--- src/rtl/prom_dec_pkg.sv ---
package prom_dec_pkg;

  localparam int DATA_W = 32;

  typedef enum logic [1:0] {
    SZ_BYTE = 2'd0,
    SZ_HALF = 2'd1,
    SZ_WORD = 2'd2,
    SZ_BAD  = 2'd3
  } accSize_t;

  typedef enum logic [1:0] {
    ST_IDLE = 2'd0,
    ST_REG  = 2'd1,
    ST_DONE = 2'd2
  } decState_t;

  // strobes from control to datapath
  typedef struct packed {
    logic accept;    // request taken this cycle
    logic promWr;    // commit byte lanes to the store
    logic loadProm;  // capture assembled store word
    logic loadOnes;  // capture all-ones at access width
    logic loadReg;   // capture register port read data
  } ctrlStrobe_t;

  function automatic logic [DATA_W-1:0] widthMask(input logic [1:0] sz);
    case (sz)
      SZ_BYTE: widthMask = 32'h0000_00FF;
      SZ_HALF: widthMask = 32'h0000_FFFF;
      default: widthMask = 32'hFFFF_FFFF;
    endcase
  endfunction

  function automatic int unsigned laneCount(input logic [1:0] sz);
    case (sz)
      SZ_BYTE: laneCount = 1;
      SZ_HALF: laneCount = 2;
      default: laneCount = 4;
    endcase
  endfunction

endpackage

--- src/rtl/prom_dec_ctrl.sv ---
module prom_dec_ctrl
  import prom_dec_pkg::*;
#(
  parameter int ADDR_W     = 5,
  parameter int PROM_BYTES = 16
) (
  input  logic              clk,
  input  logic              rstN,
  input  logic              busReq,
  input  logic              busWrite,
  input  logic              busWin,
  input  logic [ADDR_W-1:0] busAddr,
  input  logic [1:0]        busSize,
  input  logic              cfgDwordMode,
  input  logic              cfgPromWe,
  input  logic              regReady,
  output ctrlStrobe_t       strobe,
  output logic              busReady,
  output logic              regReq
);

  localparam int IDX_W = $clog2(PROM_BYTES);
  localparam logic [ADDR_W-1:0] PROM_LIMIT = ADDR_W'(PROM_BYTES);

  decState_t stateQ;
  logic      promHit;
  logic      regHit;
  logic      wideAcc;

  assign wideAcc = (busSize == SZ_HALF) || (busSize == SZ_WORD);

  // window decode
  always_comb begin
    promHit = 1'b0;
    regHit  = 1'b0;
    if (!busWin) begin
      if (busAddr < PROM_LIMIT) begin
        if (!cfgDwordMode)
          promHit = (busSize == SZ_BYTE) || ((busSize == SZ_HALF) && !busAddr[0]);
        else
          promHit = (busSize == SZ_WORD) && (busAddr[1:0] == 2'b00);
      end else begin
        regHit = wideAcc;
      end
    end else begin
      if (!busAddr[IDX_W])
        promHit = (busSize != SZ_BAD);
      else
        regHit = wideAcc;
    end
  end

  always_comb begin
    strobe          = '0;
    strobe.accept   = (stateQ == ST_IDLE) && busReq;
    strobe.promWr   = strobe.accept && promHit && busWrite && cfgPromWe;
    strobe.loadProm = strobe.accept && promHit && !busWrite;
    strobe.loadOnes = strobe.accept && !promHit && !regHit && !busWrite;
    strobe.loadReg  = (stateQ == ST_REG) && regReady;
  end

  always_ff @(posedge clk or negedge rstN) begin
    if (!rstN) begin
      stateQ <= ST_IDLE;
    end else begin
      case (stateQ)
        ST_IDLE: if (busReq) stateQ <= regHit ? ST_REG : ST_DONE;
        ST_REG:  if (regReady) stateQ <= ST_DONE;
        default: stateQ <= ST_IDLE;
      endcase
    end
  end

  assign busReady = (stateQ == ST_DONE);
  assign regReq   = (stateQ == ST_REG);

endmodule

--- src/rtl/prom_dec_datapath.sv ---
module prom_dec_datapath
  import prom_dec_pkg::*;
#(
  parameter int                    ADDR_W     = 5,
  parameter int                    PROM_BYTES = 16,
  parameter logic [8*PROM_BYTES-1:0] PROM_INIT = '0
) (
  input  logic              clk,
  input  logic              rstN,
  input  ctrlStrobe_t       strobe,
  input  logic              busWrite,
  input  logic              busWin,
  input  logic [ADDR_W-1:0] busAddr,
  input  logic [1:0]        busSize,
  input  logic [31:0]       busWdata,
  input  logic [31:0]       regRdata,
  output logic [31:0]       busRdata,
  output logic              regWrite,
  output logic [ADDR_W-1:0] regOffset,
  output logic [1:0]        regSize,
  output logic [31:0]       regWdata
);

  localparam int IDX_W = $clog2(PROM_BYTES);
  localparam int LANES = DATA_W / 8;

  logic [7:0]        promQ [PROM_BYTES];
  logic [7:0]        byteWd [PROM_BYTES];
  logic              byteWe [PROM_BYTES];
  logic [IDX_W-1:0]  laneIdx [LANES];
  logic [DATA_W-1:0] readWord;
  logic [DATA_W-1:0] rdataQ;
  logic [DATA_W-1:0] accMask;

  assign accMask = widthMask(busSize);

  // per-lane store index, wraps at the store size
  for (genvar i = 0; i < LANES; i++) begin : g_lane
    assign laneIdx[i] = busAddr[IDX_W-1:0] + IDX_W'(i);
    assign readWord[8*i +: 8] = promQ[laneIdx[i]];
  end

  always_comb begin
    for (int j = 0; j < PROM_BYTES; j++) begin
      byteWe[j] = 1'b0;
      byteWd[j] = 8'h00;
      for (int i = 0; i < LANES; i++) begin
        if ((i < int'(laneCount(busSize))) && (int'(laneIdx[i]) == j)) begin
          byteWe[j] = strobe.promWr;
          byteWd[j] = busWdata[8*i +: 8];
        end
      end
    end
  end

  always_ff @(posedge clk or negedge rstN) begin
    if (!rstN) begin
      for (int j = 0; j < PROM_BYTES; j++) promQ[j] <= PROM_INIT[8*j +: 8];
    end else begin
      for (int j = 0; j < PROM_BYTES; j++)
        if (byteWe[j]) promQ[j] <= byteWd[j];
    end
  end

  // register port fields latched at acceptance
  always_ff @(posedge clk or negedge rstN) begin
    if (!rstN) begin
      regWrite  <= 1'b0;
      regOffset <= '0;
      regSize   <= SZ_BYTE;
      regWdata  <= '0;
    end else if (strobe.accept) begin
      regWrite  <= busWrite;
      regOffset <= busWin ? ADDR_W'(busAddr[IDX_W-1:0]) : busAddr;
      regSize   <= busSize;
      regWdata  <= busWdata & accMask;
    end
  end

  always_ff @(posedge clk or negedge rstN) begin
    if (!rstN) begin
      rdataQ <= '0;
    end else if (strobe.loadProm) begin
      rdataQ <= readWord & accMask;
    end else if (strobe.loadOnes) begin
      rdataQ <= accMask;
    end else if (strobe.loadReg && !regWrite) begin
      rdataQ <= regRdata & widthMask(regSize);
    end
  end

  assign busRdata = rdataQ;

endmodule

--- src/rtl/prom_bus_decoder.sv ---
module prom_bus_decoder
  import prom_dec_pkg::*;
#(
  parameter int                      ADDR_W     = 5,
  parameter int                      PROM_BYTES = 16,
  parameter logic [8*PROM_BYTES-1:0] PROM_INIT  = '0
) (
  input  logic              clk,
  input  logic              rstN,
  input  logic              busReq,
  input  logic              busWrite,
  input  logic              busWin,
  input  logic [ADDR_W-1:0] busAddr,
  input  logic [1:0]        busSize,
  input  logic [31:0]       busWdata,
  output logic              busReady,
  output logic [31:0]       busRdata,
  input  logic              cfgDwordMode,
  input  logic              cfgPromWe,
  output logic              regReq,
  output logic              regWrite,
  output logic [ADDR_W-1:0] regOffset,
  output logic [1:0]        regSize,
  output logic [31:0]       regWdata,
  input  logic              regReady,
  input  logic [31:0]       regRdata
);

  ctrlStrobe_t strobe;

  prom_dec_ctrl #(
    .ADDR_W    (ADDR_W),
    .PROM_BYTES(PROM_BYTES)
  ) u_ctrl (
    .clk         (clk),
    .rstN        (rstN),
    .busReq      (busReq),
    .busWrite    (busWrite),
    .busWin      (busWin),
    .busAddr     (busAddr),
    .busSize     (busSize),
    .cfgDwordMode(cfgDwordMode),
    .cfgPromWe   (cfgPromWe),
    .regReady    (regReady),
    .strobe      (strobe),
    .busReady    (busReady),
    .regReq      (regReq)
  );

  prom_dec_datapath #(
    .ADDR_W    (ADDR_W),
    .PROM_BYTES(PROM_BYTES),
    .PROM_INIT (PROM_INIT)
  ) u_dp (
    .clk      (clk),
    .rstN     (rstN),
    .strobe   (strobe),
    .busWrite (busWrite),
    .busWin   (busWin),
    .busAddr  (busAddr),
    .busSize  (busSize),
    .busWdata (busWdata),
    .regRdata (regRdata),
    .busRdata (busRdata),
    .regWrite (regWrite),
    .regOffset(regOffset),
    .regSize  (regSize),
    .regWdata (regWdata)
  );

endmodule

--- config.mk ---
export PLATFORM = sky130hd
export DESIGN_NAME = prom_bus_decoder
export DESIGN_NICKNAME = d
export VERILOG_FILES = /design/src/rtl/prom_dec_pkg.sv /design/src/rtl/prom_dec_ctrl.sv /design/src/rtl/prom_dec_datapath.sv /design/src/rtl/prom_bus_decoder.sv
export SDC_FILE = /design/constraint.sdc
export NUM_CORES = 1
export LEC_CHECK = 0
export ABC_AREA = 0
export CAP_MARGIN = 20
export CORE_AREA = 2 2 181 183
export CTS_BUF_LIST = sky130_fd_sc_hd__clkbuf_8
export DETAILED_ROUTE_END_ITERATION = 6
export DIE_AREA = 0 0 183 185
export HOLD_SLACK_MARGIN = 0.1
export PLACE_DENSITY = 0.76
export SETUP_SLACK_MARGIN = 0.4
export SYNTH_ARGS = -nofsm -noshare
export SYNTH_HDL_FRONTEND = slang
export SYNTH_SLANG_ARGS = --single-unit
export TNS_END_PERCENT = 30
--- constraint.sdc ---
create_clock -name clk -period 2.55 [get_ports clk]
set_input_delay 0.51 -clock clk [delete_from_list [all_inputs] [get_ports clk]]
set_output_delay 0.51 -clock clk [all_outputs]
set_load 0.005 [all_outputs]
==> results of run 1 <==
[kinds of logic after synthesis]
| kind of cell | synth area share, % |
|---|---|
| xor+xnor | 0.8477 |
| compound gates | 24.32 |
| mux | 18.82 |
| buf+inv | 6.480 |
| simple gates | 19.50 |
| fa+ha+maj | 1.006 |
| flops | 29.02 |
[worst min path at each step]
stage,from,to,slack (ns),cells after the start
final,busSize[1],u_dp.regSize[1],0.38,4
after global routing,busSize[0],u_dp.regSize[0],0.41,4
after CTS,busSize[1],u_dp.regSize[1],0.33,4
after detailed placement,u_dp.regWdata[19],u_dp.regWdata[19],0.46,2
after global placement,u_dp.regWdata[18],u_dp.regWdata[18],0.45,2
after floorplan,rstN,u_ctrl.stateQ[0],0.21,0
[cells in the mapped netlist, types with 14 or more instances]
cell and number:
nor3_1 57, dfrtp_1 202, buf_4 20, a211o_1 27, ha_1 14, a31oi_1 106
mux2_2 16, mux2i_1 35, nand2_1 238, nand2b_1 15, a21oi_1 117, o311ai_0 24
clkbuf_1 138, o211ai_1 101, a221oi_1 37, o21ai_0 58, mux4_2 122, nor2_1 180
nand3_1 188, buf_1 19, buf_2 44, a211oi_1 31, and2_1 15
[state kept, by name, indices dropped and copies added, names as in the netlist]
name,count
u_dp.regOffset,5
u_dp.regWrite,1
u_dp.regSize,2
u_ctrl.stateQ,2
u_dp.regWdata,32
u_dp.busRdata,32
u_dp.promQ,128
[per-stage QoR]
stage               power, mW  setup WS (ns)  hold WS [ns]  cell area [µm²]  util (%)
CTS                     13.63         0.3197        0.3275            23300     72.73
global route            14.52         0.2285        0.4132            23840     74.39
detailed placement      10.19        -0.7335        0.4562            22120     69.04
floorplan               7.337        -0.2911        0.2144            17840         -
global placement        9.993        -0.7705        0.4520            22120     69.04
finish                  14.17         0.3050        0.3829            23840     74.40
[tightest hold or removal path, cell delays in order]
cell     delay, ns
buf_2         0.13
inv_4         0.08
buf_4         0.13
o21ai_0       0.08
[power by group through the flow]
stage          Combinational [mW]  Sequential (mW)  Clock (mW)
2_1_floorplan                2.78             4.56           0
3_3_place_gp                 5.03             4.97           0
3_5_place_dp                 5.15             5.03           0
4_1_cts                      5.27             4.99        3.37
5_1_grt                      5.86             5.15        3.51
6_report                     5.62             5.17        3.38
[per-layer routing]
layer  vias up  track usage (%)
li1       8250                -
met1      9677            60.77
met2      1901            70.33
met3       564            22.08
met4         8            28.77
met5         -                0
[cell type report]
class	count	area [µm²]	share of cell area (%)
diodes	1	2.502	0.01050
clock buffers	47	646.9	2.714
clock inverters	17	126.4	0.5301
inverters	15	83.83	0.3517
multi-input cells	1517	11890	49.88
flip-flops and latches	202	5057	21.22
well taps	408	510.5	2.142
repair buffers	548	5520	23.16
[cells in the final DEF (no fill, tap or decap), types with 8 or more instances in the layout]
master / Yosys / layout
a31oi_1: 106 / 104
nand2_1: 238 / 228
nand3_1: 188 / 182
buf_12: 0 / 69
a211o_1: 27 / 27
ha_4: 0 / 8
o21ai_0: 58 / 52
o21ai_1: 7 / 12
clkbuf_8: 0 / 48
nand3_2: 6 / 10
o211ai_1: 101 / 101
dfrtp_1: 202 / 200
nor2_1: 180 / 172
o41ai_1: 13 / 8
nand2_2: 0 / 8
and2_1: 15 / 11
a211oi_1: 31 / 28
buf_4: 20 / 300
inv_1: 13 / 19
nand2b_1: 15 / 14
a21oi_4: 8 / 9
mux4_2: 122 / 122
mux2i_1: 35 / 34
a221oi_1: 37 / 36
clkdlybuf4s50_1: 0 / 142
o311ai_0: 24 / 24
nor3_1: 57 / 49
mux2_2: 16 / 16
buf_6: 10 / 19
a21oi_1: 117 / 112
and3_1: 8 / 8
[timing repair]
| item | in CTS | in global routing |
|---|---|---|
| setup buffers | 7 | 20 |
| endpoints found under the setup margin | 163 | 146 |
| pin swaps | 19 | 14 |
| hold buffers | 1 | 0 |
| resized for setup | 87 | 64 |
| hold endpoints to repair | 42 | 0 |
| cloned | 3 | 4 |
==> flow_summary.json, run 1 <==
{
  "wl_met3_um": 14310,
  "cap_violations": 0,
  "ys_ff_latch": 202,
  "cpPeakStageDelay_ns": 0.45,
  "syn_area_per_cell_um2": 8.863,
  "synth_top_area_share_pct": 29.02,
  "endpoint": "u_dp.busRdata[31]",
  "hold_path.class": "input pin to register",
  "critical_path_buf_inv_count": 3,
  "outcome": "finished, violations left",
  "grt_max_degree": 73,
  "worst-slew-pin-transition_ns": 0.9899,
  "nets": 2415,
  "synth_edf_count": 0,
  "vias_per_cell": 7.405,
  "wl_um": 85150,
  "pwr-share-clk_pct": 23.9,
  "cp_top_family": "simple AND/OR/NAND/NOR gates",
  "synth.area.top_cells": "dfrtp_1 29%, mux4_2 16%, nand3_1 5.4%",
  "synth_cell_types": 73,
  "power.density_nw_per_um2": 594.4,
  "root_buffer": "clkbuf_8",
  "skew_ns": 0.02475,
  "relSlewSlack_pct": 33.80,
  "drt-wirelength-per-cell_um": 30.91,
  "grt_util_all_layers_pct": 48.95,
  "drt_iter0_markers": 3366,
  "die_h_um": 185,
  "cts_buffer_depth": 3,
  "finalMaxSlewViolations": 0,
  "leakage_nw": 9.331,
  "core_um2": 32040,
  "critPathLaunch": "u_ctrl.stateQ[0]",
  "async_flop_share_pct": 100.0,
  "period_share_pct": 88.04,
  "area_growth_syn_to_layout_pct": 36.87,
  "firstDrtPassIters": 7,
  "violations": "design-rule violations",
  "r2r_slack_ns": 0.30,
  "synth_cells": 1965,
  "cts_made_buffers": 38,
  "num_io_pins": 153,
  "clk_pin_slew_ns": 0.06,
  "fill_cells": 2309,
  "wl_met2_um": 34780,
  "die_w_um": 183,
  "power_frac_seq_pct": 36.5,
  "switchingPower_mw": 5.440,
  "die-area_um2": 33860,
  "syn_nets": 2058,
  "r2r-end": "u_dp.busRdata[31]",
  "drc_errors": 12,
  "setup_viol": 0,
  "drt-met1-wl_um": 29110,
  "rows": 66,
  "drive_gt1_share_pct": 31.67,
  "fin_crit_ns": 2.245,
  "max_freq_mhz": 445.4,
  "placed_cells_incl_taps": 2655,
  "synthFlopType": "dfrtp_1",
  "crit_cells": 8,
  "worstPathRequired_ns": 3.02,
  "overflow": 0,
  "cp_slowest_cell": "a221oi_1",
  "crit_arrival_ns": 2.71,
  "synth_top_area_cell": "dfrtp_1",
  "r2r_cells": 8,
  "cts_max_level": 2,
  "setup_tns_ns": 0,
  "r2r-start": "u_ctrl.stateQ[0]",
  "hold_viol": 0,
  "clk_latency_ns": 0.61,
  "antenna_found_initial": 2,
  "crit_fanout": 6,
  "rsz0062_at_grt": "yes",
  "ir_drop_uv": 551.1,
  "num_vias": 20400,
  "comb_power_share_pct": 39.7,
  "endpoint_kind": "register",
  "netlist_area_um2": 17420,
  "clock-sinks": 202,
  "ys_seq_area_share_pct": 29.02,
  "start_util_pct": 54.36,
  "dr.max_layer_used": "met5",
  "place_congestion": 1.065,
  "crit_chain": "or3b_4, nor3b_2, buf_4, buf_6, nor2_4, clkbuf_16, a221oi_1, nand2_1",
  "switching_share_pct": 38.39,
  "final_cells": 2755,
  "grt_pass1_vias": 19020,
  "port_buffers": 152,
  "crit_path_start_kind": "register",
  "cts_tree": "built",
  "intPower_mw": 8.730,
  "critPathKind": "register to register",
  "grt_pass1_wl_um": 121600,
  "hpwl_um": 60190,
  "synth_warnings": 0,
  "ant_nets": 0
}
(Power assumes the default switching activity.)
==> run 2, diff against run 1 <==
Settings changed: CORE_AREA 2 2 181 183 to 2 2 212 214, DIE_AREA 0 0 183 185 to 0 0 214 216, PLACE_DENSITY 0.76 to unset.
==> run 2 against run 1 <==
Compared with the run above: the run still ends with design-rule violations left; combinational power shrank 2%; worst hold slack gained 0.073 ns; clock skew grew 0.0019 ns; die area grew 37%; maximum frequency grew 1.3%; critical path type unchanged; largest cell class unchanged; highest routed layer is now met4.
==> flow_summary.json, run 2 (synthesis gave the netlist of run 1 again) <==
{
  "outcome": "finished, violations left",
  "violations": "design-rule violations",
  "port_buffers": 152,
  "leakage_nw": 9.440,
  "r2r_cells": 10,
  "place_congestion": 0.9893,
  "cts_tree": "built",
  "die-area_um2": 46220,
  "rows": 77,
  "vias_per_cell": 6.547,
  "setup_viol": 0,
  "crit_arrival_ns": 2.66,
  "setup_slack_ns": 0.3330,
  "die_w_um": 214,
  "grt_pass1_vias": 18010,
  "skew_ns": 0.02663,
  "final_cells": 2957,
  "grt_max_degree": 68,
  "num_vias": 19360,
  "stdcell_area_um2": 24400,
  "final_cell_mix": "306 x buf_4, 231 x nand2_1, 199 x dfrtp_1",
  "nets": 2425,
  "pre_cts_ws_ns": -0.9068,
  "wl_um": 84230,
  "drc_errors": 1,
  "critPathKind": "register to register",
  "r2r_slack_ns": 0.33,
  "grt_pass1_wl_um": 122200,
  "holdWs_ns": 0.4557,
  "ant_nets": 0,
  "start_util_pct": 39.73,
  "root_buffer": "clkbuf_8",
  "relSlewSlack_pct": 49.18,
  "r2r-start": "u_ctrl.stateQ[1]",
  "finalMaxSlewViolations": 0,
  "overflow": 0,
  "rsz0062_at_grt": "yes",
  "grt_util_all_layers_pct": 35.49,
  "die_h_um": 216,
  "clk_latency_ns": 0.59,
  "core_um2": 43840,
  "max_freq_mhz": 451.1,
  "finalCoreUtilization_pct": 55.67,
  "r2r-end": "u_dp.promQ[77]",
  "cts_buffer_depth": 3,
  "num_io_pins": 153,
  "cts_max_level": 2,
  "antenna_found_initial": 0,
  "finalPower_mw": 14.40,
  "ir_drop_uv": 315.4,
  "drt_iter0_markers": 2585,
  "cts_made_buffers": 39,
  "hold_viol": 0,
  "power.density_nw_per_um2": 590.2,
  "fin_crit_ns": 2.217,
  "final_common_cell": "buf_4",
  "placed_cells_incl_taps": 2837,
  "post_dp_cell_area_um2": 22400,
  "clk_pin_slew_ns": 0.06,
  "drive_gt1_share_pct": 32.08,
  "largest_register_ffs": 128,
  "worstPathRequired_ns": 2.99,
  "hpwl_um": 61870,
  "cap_violations": 0,
  "period_share_pct": 86.94,
  "regMostFlops": "u_dp.promQ",
  "clock-sinks": 202,
  "area_growth_syn_to_layout_pct": 40.11,
  "firstDrtPassIters": 7,
  "setup_tns_ns": 0,
  "worst-slew-pin-transition_ns": 0.7599,
  "crit_fanout": 13,
  "hold_path.class": "input pin to asynchronous set/reset pin",
  "drt-wirelength-per-cell_um": 28.48,
  "endpoint_kind": "register",
  "crit_path_start_kind": "register"
}
-- run 2: final cells by class --
cell class	count	area, µm²
fillers	3910	19430
multi-input cells	1517	11890
clock buffers	54	743.2
diodes	2	5.005
inverters	15	88.84
well taps	592	740.7
flip-flops and latches	202	5059
clock inverters	18	195.2
repair buffers	557	5685
-- run 2: worst max-delay path by stage --
stage	startpoint	endpoint	depth (start not counted)
after global placement	busSize[0]	u_dp.promQ[100]	13
after floorplan	busAddr[1]	u_dp.busRdata[24]	11
after global routing	u_ctrl.stateQ[1]	u_dp.promQ[72]	10
final	u_ctrl.stateQ[1]	u_dp.promQ[77]	10
after detailed placement	busSize[0]	u_dp.promQ[103]	13
after CTS	u_ctrl.stateQ[1]	u_dp.busRdata[3]	8
-- run 2: worst max-delay path: stages, from the launching register on --
cell	delay, ns
dfrtp_2	0.44
buf_4	0.16
nor3b_4	0.23
and3_4	0.22
buf_4	0.11
nand3_4	0.07
buf_12	0.16
a41oi_4	0.27
buf_12	0.16
clkbuf_16	0.14
a31oi_1	0.07
-- run 2: report_power, final --
part           internal (mW)  switching [mW]  total [mW]
sequential              3.97            1.07        5.03
clock                   2.30            1.58        3.88
combinational           2.91            2.58        5.49
total                   9.17            5.23        14.4
-- run 2: per-layer routing --
metal / up-vias / global-route usage, % / share of wire (%) / routed length (µm)
met3: 303 / 10.95 / 14 / 11550
met4: 0 / 17.06 / 5.5 / 4662
met2: 1449 / 52.06 / 42 / 35610
met1: 9344 / 47.62 / 38 / 32400
met5: - / 0 / 0 / 0
li1: 8263 / - / - / -
-- run 2: repair_timing --
| action | 4_1_cts | 5_1_grt |
|---|---|---|
| gates cloned | 3 | 4 |
| buffers inserted | 16 | 22 |
| resized for setup | 89 | 70 |
| hold endpoints to repair | 44 | 0 |
| setup endpoints to repair | 162 | 136 |
| pin swaps | 14 | 25 |
| hold buffers | 1 | 0 |
